[src/rtl/agq_pkg.sv]
package agq_pkg;
  typedef enum logic {
    EV_IDLE = 1'b0,
    EV_RUN  = 1'b1
  } ev_state_e;
endpackage

[src/rtl/agq_tick_gen.sv]
module agq_tick_gen #(
  parameter int unsigned DIV = 358
) (
  input  logic clk_i,
  input  logic rst_ni,
  input  logic en_i,
  output logic tick_o
);
  localparam int unsigned DW = (DIV > 1) ? $clog2(DIV) : 1;
  localparam logic [DW-1:0] LAST = DW'(DIV - 1);

  logic [DW-1:0] cnt_q;

  always_ff @(posedge clk_i or negedge rst_ni) begin
    if (!rst_ni)            cnt_q <= '0;
    else if (!en_i)         cnt_q <= '0;
    else if (cnt_q == LAST) cnt_q <= '0;
    else                    cnt_q <= cnt_q + 1'b1;
  end

  assign tick_o = en_i && (cnt_q == LAST);
endmodule

[src/rtl/agq_guard_timer.sv]
module agq_guard_timer #(
  parameter int unsigned W = 16
) (
  input  logic         clk_i,
  input  logic         rst_ni,
  input  logic         en_i,
  input  logic         tick_i,
  input  logic         est_i,
  input  logic [W-1:0] on_ticks_i,
  input  logic [W-1:0] off_ticks_i,
  output logic         gt_o
);
  logic         gt_q;
  logic [W-1:0] cnt_q;
  logic [W:0]   cnt_inc;
  logic [W-1:0] thr;
  logic         differ;

  always_comb begin
    differ  = est_i != gt_q;
    thr     = gt_q ? off_ticks_i : on_ticks_i;
    cnt_inc = {1'b0, cnt_q} + 1'b1;
  end

  // count consecutive ticks on which the raw flag disagrees with the guarded state
  always_ff @(posedge clk_i or negedge rst_ni) begin
    if (!rst_ni) begin
      gt_q  <= 1'b0;
      cnt_q <= '0;
    end else if (!en_i || !differ) begin
      gt_q  <= en_i ? gt_q : 1'b0;
      cnt_q <= '0;
    end else if (tick_i) begin
      if (cnt_inc >= {1'b0, thr}) begin
        gt_q  <= ~gt_q;
        cnt_q <= '0;
      end else begin
        cnt_q <= cnt_inc[W-1:0];
      end
    end
  end

  assign gt_o = gt_q;
endmodule

[src/rtl/agq_pulse_eval.sv]
module agq_pulse_eval
  import agq_pkg::*;
#(
  parameter int unsigned W = 16
) (
  input  logic         clk_i,
  input  logic         rst_ni,
  input  logic         en_i,
  input  logic         tick_i,
  input  logic         est_i,
  input  logic [W-1:0] min_dur_i,
  input  logic [W-1:0] max_dur_i,
  input  logic [W-1:0] max_gap_i,
  output logic         valid_o
);
  ev_state_e    st_q;
  logic [W-1:0] len_q, gap_q, hi_q;
  logic [W-1:0] len_n, gap_n;
  logic         valid_q;
  logic         close_c, in_range;

  always_comb begin
    len_n    = (len_q == '1) ? len_q : len_q + 1'b1;
    gap_n    = (gap_q == '1) ? gap_q : gap_q + 1'b1;
    close_c  = tick_i && !est_i && (gap_n > max_gap_i);
    in_range = (hi_q >= min_dur_i) && (hi_q <= max_dur_i);
  end

  always_ff @(posedge clk_i or negedge rst_ni) begin
    if (!rst_ni) begin
      st_q    <= EV_IDLE;
      len_q   <= '0;
      gap_q   <= '0;
      hi_q    <= '0;
      valid_q <= 1'b0;
    end else if (!en_i) begin
      st_q    <= EV_IDLE;
      len_q   <= '0;
      gap_q   <= '0;
      hi_q    <= '0;
      valid_q <= 1'b0;
    end else begin
      case (st_q)
        EV_IDLE: if (est_i) begin
          st_q    <= EV_RUN;
          len_q   <= '0;
          gap_q   <= '0;
          hi_q    <= '0;
          valid_q <= 1'b0;
        end
        default: if (tick_i) begin
          len_q <= len_n;
          if (est_i) begin
            gap_q <= '0;
            hi_q  <= len_n;
          end else if (close_c) begin
            st_q    <= EV_IDLE;
            valid_q <= in_range;
          end else begin
            gap_q <= gap_n;
          end
        end
      endcase
    end
  end

  assign valid_o = valid_q;
endmodule

[src/rtl/alert_guard_qual.sv]
module alert_guard_qual #(
  parameter int unsigned TICK_DIV = 358,
  parameter int unsigned CNT_W    = 16
) (
  input  logic             clk_i,
  input  logic             rst_ni,
  input  logic             en_i,
  input  logic             est_i,
  input  logic [CNT_W-1:0] present_ticks_i,
  input  logic [CNT_W-1:0] absent_ticks_i,
  input  logic [CNT_W-1:0] min_dur_i,
  input  logic [CNT_W-1:0] max_dur_i,
  input  logic [CNT_W-1:0] max_gap_i,
  output logic             std_no,
  output logic             gt_o,
  output logic             valid_o
);
  logic tick;
  logic gt;

  agq_tick_gen #(.DIV(TICK_DIV)) u_tick (
    .clk_i  (clk_i),
    .rst_ni (rst_ni),
    .en_i   (en_i),
    .tick_o (tick)
  );

  agq_guard_timer #(.W(CNT_W)) u_guard (
    .clk_i       (clk_i),
    .rst_ni      (rst_ni),
    .en_i        (en_i),
    .tick_i      (tick),
    .est_i       (est_i),
    .on_ticks_i  (present_ticks_i),
    .off_ticks_i (absent_ticks_i),
    .gt_o        (gt)
  );

  agq_pulse_eval #(.W(CNT_W)) u_eval (
    .clk_i     (clk_i),
    .rst_ni    (rst_ni),
    .en_i      (en_i),
    .tick_i    (tick),
    .est_i     (est_i),
    .min_dur_i (min_dur_i),
    .max_dur_i (max_dur_i),
    .max_gap_i (max_gap_i),
    .valid_o   (valid_o)
  );

  assign gt_o   = gt;
  assign std_no = ~gt;
endmodule

[config.mk]
export PLATFORM = sky130hd
export DESIGN_NAME = alert_guard_qual
export DESIGN_NICKNAME = d
export VERILOG_FILES = /design/src/rtl/agq_pkg.sv /design/src/rtl/agq_tick_gen.sv /design/src/rtl/agq_guard_timer.sv /design/src/rtl/agq_pulse_eval.sv /design/src/rtl/alert_guard_qual.sv
export SDC_FILE = /design/constraint.sdc
export NUM_CORES = 1
export LEC_CHECK = 0
export ABC_AREA = 1
export BUFFER_PORTS_ARGS = -buffer_cell sky130_fd_sc_hd__buf_2
export CAP_MARGIN = 20
export CORE_MARGIN = 5
export CORE_UTILIZATION = 59
export DETAILED_ROUTE_END_ITERATION = 7
export PLACE_DENSITY = 0.81
export SYNTH_ARGS = -nofsm -noshare
export SYNTH_HDL_FRONTEND = slang
export SYNTH_HIERARCHICAL = 1
export SYNTH_SLANG_ARGS = --single-unit
[constraint.sdc]
create_clock -name clk_i -period 3.9 [get_ports clk_i]
set_input_delay 0.195 -clock clk_i [delete_from_list [all_inputs] [get_ports clk_i]]
set_output_delay 0.195 -clock clk_i [all_outputs]
set_load 0.005 [all_outputs]
* Word level (Yosys, flattened, before mapping)
Index checks and enable logic that the tools add are counted. Widths: inputs -> output; s select.
Word-level totals: flip-flop bits (word level) 76, bits of input ports 84, output and inout bits 3, logic and storage cells 80
Cells by class: add/subtract/negate cells 4, order comparisons 4, eq/ne operators 11, muxes and demuxes 37, bitwise gates (word level) 1, reductions and logical operators 15
Operator list (count):
- $mux 16 | 19
- $add 16x1->16 const B | 2
- $eq 16x16->1 const B | 2
- $mux 9 | 2
- $add 16x1->17 const B | 1
- $ge 17x16->1 | 1
- $ge 16x16->1 | 1
- $gt 16x16->1 | 1
- $le 16x16->1 | 1
- $mux 1 | 16
- $add 9x1->9 const B | 1
- $eq 9x9->1 const B | 1
- $reduce_and 3->1 | 3
- $ne 4x4->1 const B | 2
- $ne 3x3->1 const B | 2
- $logic_and 1x1->1 | 4
- $reduce_and 4->1 | 1
- $reduce_bool 2->1 | 2
- $logic_not 1->1 | 3
- $ne 3x1->1 const B | 1
- $ne 3x2->1 const B | 1
- $ne 2x2->1 const B | 1
- $reduce_and 2->1 | 1
- $logic_or 1x1->1 | 1
- 2 further kinds | 2

* Logic depth before layout (Yosys ltp)
Gate-level depths: netlist (run 1).
word-level depth 9, gate-level depth with buffers 25, gate-level depth less buffers 24

* By module
Netlist (run 1), hierarchy kept.
By module, submodules not included:
- agq_pulse_eval | times used 1, cells an instance 621, area an instance 4312.9 sq um, sequential area each 1251.2 sq um
- agq_guard_timer | times used 1, cells an instance 210, area an instance 1610.3 sq um, sequential area each 425.4 sq um
- agq_tick_gen | times used 1, cells an instance 62, area an instance 484.2 sq um, sequential area each 225.2 sq um
- alert_guard_qual | times used 1, cells an instance 1, area an instance 3.8 sq um, sequential area each 0.0 sq um

* Least setup slack after synthesis (run 1)
No wires, ideal clock.
path kind reg-to-reg, start point register u_eval.gap_q[0], end point register u_eval.gap_q[9], library setup time 0.117 ns, arrival time 2.585 ns, required time 3.783 ns, setup slack 1.198 ns, cell stages (with the launch flop) 25, buffers on the path 1, period minus slack after synthesis 2.702 ns, cell sequence dfrtp_1 ha_1 nand2_2 nor2_4 nand2_4 nor2_8 or2_2 o21ai_1 inv_1 ha_1 nand2_1 nand2_1 nand2_1 nand2_1 nand2_1 nand2_1 nand2_1 nand2_1 nand2_1 inv_1 nand2_2 nand2_2 buf_6 nand2_1 nand2_1
On the way: longest elaborated chain between the ends 7, elaborated cells on any way between the ends 12, classes of those cells add/sub: 1; order compare: 1; eq/ne: 2; mux: 6; reduce/logical: 2
Ends and longest elaborated chain:
- start: declaration | line agq_pulse_eval.sv:17 | logic [W-1:0] len_q, gap_q, hi_q;
- start signal: assignment | line agq_pulse_eval.sv:60 | gap_q <= gap_n;
- $add 16x1->16 / $eq 16x16->1 (equally long branches) | line agq_pulse_eval.sv:24 | gap_n = (gap_q == '1) ? gap_q : gap_q + 1'b1;
- $mux 16 (*) | line agq_pulse_eval.sv:24
- parallel branches: the longest is 5 deep, another holds $gt 16x16->1
Mark *: on every way between the ends. The select of a mux whose other input is x is not followed. A chain may end at the register's enable or synchronous reset.

* Worst setup path in the final report (run 1)
start point register u_eval.gap_q[0], end point register u_eval.gap_q[5]
The elaborated chain is that of the path after synthesis.

==> results of run 1 <==
[cell type report]
cell class / instances / area, um^2 / share of cell area, %
Multi-Input combinational cell: 667 / 3880 / 54.8
Sequential cell: 76 / 1900 / 26.8
Inverter: 132 / 498 / 7.03
Timing Repair Buffer: 89 / 455 / 6.43
Tap cell: 140 / 175 / 2.47
Clock buffer: 10 / 128 / 1.80
Clock inverter: 6 / 41.3 / 0.583
[power by group through the flow]
stage	Sequential, mW	Clock (mW)	Combinational, mW
detailed placement	0.836	0	0.265
CTS	0.821	0.528	0.266
floorplan	0.824	0	0.182
finish	0.821	0.515	0.261
global placement	0.836	0	0.258
global route	0.823	0.560	0.307
[flip-flops by register name (all words and copies together), names as in the netlist]
register / cells
u_eval/gap_q: 16
u_eval/hi_q: 16
u_eval/len_q: 16
u_eval/st_q: 1
u_eval/valid_o: 1
u_guard/cnt_q: 16
u_guard/gt_o: 1
u_tick/cnt_q: 9
[placed cells by master (no fill, tap or decap), drive strengths merged, types with 3 or more instances in the layout]
master / count
a21o: 3
a21oi: 43
buf: 89
clkbuf: 10
clkinv: 6
dfrtp: 76
ha: 69
inv: 132
mux2i: 15
nand2: 257
nand3: 65
nand4: 12
nor2: 77
nor3: 19
o21ai: 52
o22ai: 7
or2: 6
xnor2: 4
xor2: 24
[worst max-delay path, stage by stage (launching register included)]
cell and delay (ns):
sky130_fd_sc_hd__dfrtp_1 0.46, sky130_fd_sc_hd__ha_1 0.26, sky130_fd_sc_hd__nand2_2 0.13, sky130_fd_sc_hd__nor3_4 0.25
sky130_fd_sc_hd__nand3_2 0.13, sky130_fd_sc_hd__inv_2 0.09, sky130_fd_sc_hd__nand2_1 0.05, sky130_fd_sc_hd__o21ai_1 0.14
sky130_fd_sc_hd__inv_1 0.06, sky130_fd_sc_hd__ha_1 0.26, sky130_fd_sc_hd__nand2_1 0.05, sky130_fd_sc_hd__nor2_1 0.14
sky130_fd_sc_hd__nand2_1 0.10, sky130_fd_sc_hd__nor2_1 0.11, sky130_fd_sc_hd__nor2_1 0.04, sky130_fd_sc_hd__nand2_1 0.09
sky130_fd_sc_hd__inv_1 0.07, sky130_fd_sc_hd__nand2_2 0.25, sky130_fd_sc_hd__nand2_2 0.27, sky130_fd_sc_hd__nand2_1 0.14
sky130_fd_sc_hd__nand2_1 0.07
[through the flow]
stage,setup slack (ns),utilization [%],cells,cell area (um^2)
6_report,0.618,65.9,1120,7080
5_1_grt,0.263,65.9,1120,7080
4_1_cts,0.628,65.9,1120,7080
3_5_place_dp,0.651,64.4,1104,6920
3_3_place_gp,0.810,64.4,1104,6920
2_1_floorplan,1.20,-,894,6410
[cells by family after synthesis]
family / Yosys count
AO/OA/AOI/OAI: 112
XOR/XNOR: 28
adder cells (fa/ha/maj): 69
buffers and inverters: 151
flip-flops: 76
multiplexers: 16
AND/OR/NAND/NOR: 442
[worst max path at each step]
| stage | from | end | slack [ns] |
|---|---|---|---|
| 2_1_floorplan | u_eval/gap_q[0] | u_eval/gap_q[9] | 1.20 |
| 3_3_place_gp | u_eval/gap_q[0] | u_eval/gap_q[0] | 0.81 |
| 3_5_place_dp | u_eval/gap_q[0] | u_eval/gap_q[5] | 0.65 |
| 4_1_cts | u_eval/gap_q[0] | u_eval/gap_q[5] | 0.63 |
| 5_1_grt | u_eval/gap_q[0] | u_eval/gap_q[5] | 0.26 |
| 6_report | u_eval/gap_q[0] | u_eval/gap_q[5] | 0.62 |
[layer usage]
metal  GRT usage, %  vias to the layer above  routed length (um)
li1               -                     3054                   -
met1           28.7                     2552                6260
met2           35.7                      179                6150
met3           3.54                       16                 839
met4           5.54                        0                 177
met5              0                        -                   0
==> results.md, run 1 <==
* Run status: complete, but fails checks
* Violations in the final reports: negative hold slack
* Max Cap Violations at 0
* Adder-cell share of the synthesized area at 13.5%
* Number of nets in the synthesized netlist at 1047
* Final ANT Viol Nets at 0
* Share of the cycle needed by the critical path after routing at 84.1%
* Cell depth of the worst flop-to-flop path at 20
* Setup repair after global routing missed its margin: no
* Via total after detailed routing at 5801
* Maximum fanout count along the critical path at 17
* Final period demand of the worst path at 3.28 ns
* Mean Syn Cell Area at 7.17 um^2
* Arrival time of the worst setup path at 3.51 ns
* Setup TNS after final layout at 0 ns
* Power density over cell area at 225 nW/um^2
* Post-cts gate resize count at 0
* Main combinational cell family by area after synthesis: simple AND/OR/NAND/NOR gates
* Register-to-register setup slack at 0.62 ns
* H-tree depth reported by CTS at 3
* Global router's overall resource usage at 21.3%
* Crit path launch type: flip-flop
* Proportion of synthesized area in mux cells at 2.52%
* Maximum vdd ir drop at 0.000147 V
* Number of standard cells after synthesis at 894
* Register bit total from synthesis at 76
* Post-CTS setup buffer count at 0
* Die X at 114 um
* RD Place Congestion at 0.917
* Element type at the critical path end: flip-flop
* Most common cell in the netlist: sky130_fd_sc_hd__nand2_1
* Number of inserted diodes at 0
* CTS tree: built
* Clock Sinks at 76
* Number of slew-limit violations in the final report at 0
* Clock transition time at the flip-flop clock pins of the worst setup and hold paths at 0.08 ns
* Cell type with the largest total area after synthesis: sky130_fd_sc_hd__dfrtp_1
* Max transition margin at 37.1%
* Router iterations before antenna repair at 5
* Achievable frequency at 305 MHz
* Asr flop ratio synth at 100%
* Syn. warnings at 6
* Overall power consumption at 1.60 mW
* Wire per inst at 12.0 um
* Total of fill cells in the finished design at 960
* Final setup vio count at 0
* Clock skew at 0.00908 ns
* Distinct cell type count of the synthesized netlist at 46
* Internal at 1.13 mW
* Cell Area, Synth at 6410 um^2
* Antenna violations before repair at 0
* Synthesis-to-finish area growth at 10.5%
* Net switching share of the total power at 28.9%
* Total Die Area at 13100 um^2
* Net switching power at 462 uW
* Half-perimeter wire length after detailed placement at 10600 um
* Part of the power in combinational logic at 16.3%
* Worst hold path type: in -> async
* Clock power frac at 32.2%
* Clock root buffer: sky130_fd_sc_hd__clkbuf_8
* Inserted Clock Buffers at 9
* Leading register cell type out of synthesis: sky130_fd_sc_hd__dfrtp_1
* Top cells by count, synth: sky130_fd_sc_hd__nand2_1, sky130_fd_sc_hd__inv_1, sky130_fd_sc_hd__dfrtp_1
* Routed Wire Length at 13400 um
* Congestion Overflow GR at 0
* Detailed router's first-iteration violation count at 292
* Vias in the first global route at 5566
* Area of the core region at 10700 um^2
* Hold Buf Count CTS at 0
* Leak pwr at 3.96 nW
* Worst hold slack after final layout at -0.00713 ns
* Placement row count at 38
* Measured slew at the worst slew-check pin at 0.944 ns
* Clk_lat worst skew at 0.34 ns
* Top-level port count at 87
* Die height at 114 um
* Required time at the endpoint of the critical path at 4.13 ns
* Worst reg2reg startpoint: u_eval/gap_q[0]
* Via-to-Cell Ratio at 5.18
* Simple-gate share of the synthesized area at 31.3%
* Fraction of synthesized cell area taken by the top area cell type at 29.7%
* Largest net degree at the start of global routing at 77
* Register area share after synthesis at 29.7%
* Startpoint-to-endpoint class of the critical path: reg -> reg
* Initial Utilization at 59.7%
* EDFF count, synth at 0
* Drc violations at 0
* Share of post-route cells with drive strength above 1 at 16.2%
* Count of port buffers added during placement at 86
* Part of the power in registers at 51.4%
* Top cells by area, synth: sky130_fd_sc_hd__dfrtp_1, sky130_fd_sc_hd__nand2_1, sky130_fd_sc_hd__ha_1
* Xor and xnor area share after synthesis at 3.83%
* Count of endpoints failing hold in the final timing report at 9
* Global-route wire length before repair at 23600 um
* Compound-gate portion of the synthesized area at 9.47%
* Largest buffer count on any clock path at 2
* FF-to-FF End: u_eval/gap_q[5]
* Net count reported at finish at 1128
Power figures use the tool's default switching activity.
==> inputs of run 2 (changes only) <==
ABC_AREA = 0   (was 1)
CORE_UTILIZATION = 53   (was 59)
PLACE_DENSITY = 0.78   (was 0.81)
clock period = 2.7 ns   (was 3.9 ns; I/O delays follow)
==> results.md, run 2 <==
* Run status: complete, but fails checks
* Violations in the final reports: negative setup slack
* Drc violations at 0
* Cell type with the largest total area after synthesis: sky130_fd_sc_hd__dfrtp_1
* Element type at the critical path end: flip-flop
* Register area share after synthesis at 31.5%
* Final setup margin at -0.452 ns
* Top cells by area, synth: sky130_fd_sc_hd__dfrtp_1, sky130_fd_sc_hd__ha_1, sky130_fd_sc_hd__nand2_1
* Global-route wire length before repair at 28100 um
* Total of fill cells in the finished design at 735
* Placed cell count at 1010
* Max Cap Violations at 0
* Placed Instance Area at 7360 um^2
* Congestion Overflow GR at 0
* Measured slew at the worst slew-check pin at 0.707 ns
* Number of standard cells after synthesis at 718
* Number of inserted diodes at 0
* Share of the cycle needed by the critical path after routing at 117%
* Antenna violations before repair at 0
* Largest net degree at the start of global routing at 48
* Global router's overall resource usage at 25.7%
* Asr flop ratio synth at 100%
* Final setup vio count at 35
* Net count reported at finish at 1056
* Clock Sinks at 76
* Proportion of synthesized area in mux cells at 3.77%
* Final core occ at 73.1%
* Commonest non-fill, non-tap cell in the layout: sky130_fd_sc_hd__buf_4
* Capture endpoint of the worst hold path: u_guard/gt_o
* Area of the core region at 11300 um^2
* Top cells by count, synth: sky130_fd_sc_hd__nand2_1, sky130_fd_sc_hd__dfrtp_1, sky130_fd_sc_hd__ha_1
* Worst reg2reg startpoint: u_eval/gap_q[6]
* Placement row count at 39
* Vias in the first global route at 6115
* Via total after detailed routing at 6228
* Die height at 117 um
* Non-filler cells, final at 1051
* Most common cell in the netlist: sky130_fd_sc_hd__nand2_1
* Max transition margin at 52.9%
* Startpoint of the tightest hold check path: est_i
* Total Die Area at 13600 um^2
* Clock skew at 0.00507 ns
* Adder-cell share of the synthesized area at 14.3%
* Routed Wire Length at 18000 um
* Main combinational cell family by area after synthesis: simple AND/OR/NAND/NOR gates
* Start point of the critical path: u_eval/gap_q[6]
* Maximum vdd ir drop at 0.000301 V
* Via-to-Cell Ratio at 5.93
* Inserted Clock Buffers at 9
* Final ANT Viol Nets at 0
* Min-Delay Path Depth at 3
* Largest buffer count on any clock path at 2
* Final period demand of the worst path at 3.15 ns
* Number of nets in the synthesized netlist at 871
* Count of port buffers added during placement at 86
* Maximum fanout count along the critical path at 7
* Fraction of synthesized cell area taken by the top area cell type at 31.5%
* Final design instance area without fill at 8240 um^2
* Leak pwr at 4.07 nW
* Cell Area, Synth at 6040 um^2
* Register-to-register setup slack at -0.45 ns
* Router iterations before antenna repair at 5
* Overall power consumption at 3.03 mW
* Xor and xnor area share after synthesis at 4.91%
* Crit path launch type: flip-flop
* EDFF count, synth at 0
* Achievable frequency at 317 MHz
* CTS tree: built
* Clk_lat worst skew at 0.35 ns
* Arrival time of the worst setup path at 3.39 ns
* Half-perimeter wire length after detailed placement at 12500 um
* Setup repair after global routing missed its margin: yes
* FF-to-FF End: u_eval/gap_q[7]
* Mean Syn Cell Area at 8.41 um^2
* Initial Utilization at 53.6%
* Top-level port count at 87
* Count of endpoints failing hold in the final timing report at 0
* Die X at 117 um
* Worst hold path type: in -> reg
* Leading register cell type out of synthesis: sky130_fd_sc_hd__dfrtp_1
* Cell depth of the worst flop-to-flop path at 12
* Compound-gate portion of the synthesized area at 17.4%
* Wire per inst at 17.1 um
* Required time at the endpoint of the critical path at 2.94 ns
* Simple-gate share of the synthesized area at 22.4%
* Share of post-route cells with drive strength above 1 at 34.7%
* Clock root buffer: sky130_fd_sc_hd__clkbuf_16
* Number of slew-limit violations in the final report at 0
* H-tree depth reported by CTS at 3
* Synthesis-to-finish area growth at 36.5%
* Clock transition time at the flip-flop clock pins of the worst setup and hold paths at 0.06 ns
* Commonest cells after routing, fill and taps aside: sky130_fd_sc_hd__buf_4, sky130_fd_sc_hd__buf_2, sky130_fd_sc_hd__nand2_1, sky130_fd_sc_hd__dfrtp_1, sky130_fd_sc_hd__inv_1
* Detailed router's first-iteration violation count at 444
* Distinct cell type count of the synthesized netlist at 65
* Syn. warnings at 6
* Register bit total from synthesis at 76
* Power density over cell area at 368 nW/um^2
* RD Place Congestion at 0.972
* Startpoint-to-endpoint class of the critical path: reg -> reg
-- run 2: cell families after synthesis --
logic type      after synthesis
xor+xnor                     33
flops                        76
simple gates                261
fa+ha+maj                    69
buf+inv                      87
mux                          22
compound gates              170
-- run 2: final cells by class --
cell class              count  area, um^2  share of cell area (%)
multi-input cells         555        4290                    52.0
flip-flops and latches     76        1900                    23.1
repair buffers            195        1320                    16.1
inverters                  66         248                    3.01
clock buffers              10         239                    2.90
well taps                 143         179                    2.17
clock inverters             6        63.8                   0.774
-- run 2: power by group --
part / leakage, nW / switching (mW) / total [mW] / internal (mW)
logic: 2.87 / 0.342 / 0.624 / 0.282
clock network: 0.144 / 0.490 / 1.23 / 0.738
registers: 1.06 / 0.0224 / 1.18 / 1.15
-- run 2: worst max path at each step --
stage / end / slack [ns] / cells past startpoint
2_1_floorplan: u_eval/gap_q[0] / -0.24 / 15
3_3_place_gp: u_eval/gap_q[1] / -0.33 / 13
3_5_place_dp: u_eval/gap_q[14] / -0.49 / 13
4_1_cts: u_eval/valid_o / -0.42 / 13
5_1_grt: u_eval/gap_q[7] / -0.62 / 13
6_report: u_eval/gap_q[7] / -0.45 / 12
-- run 2: worst max-delay path: stages (launching register included) --
cell                      delay (ns)
sky130_fd_sc_hd__dfrtp_1        0.36
sky130_fd_sc_hd__and4_4         0.25
sky130_fd_sc_hd__and4_4         0.29
sky130_fd_sc_hd__a31oi_4        0.10
sky130_fd_sc_hd__and3_4         0.20
sky130_fd_sc_hd__xor2_1         0.14
sky130_fd_sc_hd__ha_1           0.34
sky130_fd_sc_hd__nand4_1        0.26
sky130_fd_sc_hd__o41ai_2        0.43
sky130_fd_sc_hd__o31ai_2        0.14
sky130_fd_sc_hd__nand2_4        0.16
sky130_fd_sc_hd__nand2_2        0.12
sky130_fd_sc_hd__o31ai_1        0.24
-- run 2: timing repair --
item | CTS | global route
hold buffers | 1 | 0
setup endpoints to repair | 35 | 35
hold endpoints to repair | 29 | 0
resized for setup | 46 | 29
pin swaps | 18 | 12
setup buffers | 15 | 8
-- run 2: layer usage --
| metal | wire, um | up-vias | GRT usage (%) |
|---|---|---|---|
| met5 | 0 | - | 0 |
| met1 | 7190 | 2967 | 31.8 |
| met2 | 9050 | 269 | 44.6 |
| met3 | 1110 | 52 | 3.42 |
| met4 | 653 | 0 | 11.5 |
| li1 | - | 2940 | - |
-- run 2: per-stage QoR --
stage                     setup TNS (ns)  hold WS (ns)  worst slack, ns
after floorplan                    -3.64        -0.161           -0.240
final                             -10.09         0.163           -0.452
after global placement             -5.28         0.203           -0.326
after global routing              -15.20         0.188           -0.621
after CTS                          -8.09         0.165           -0.417
after detailed placement           -9.19         0.222           -0.495
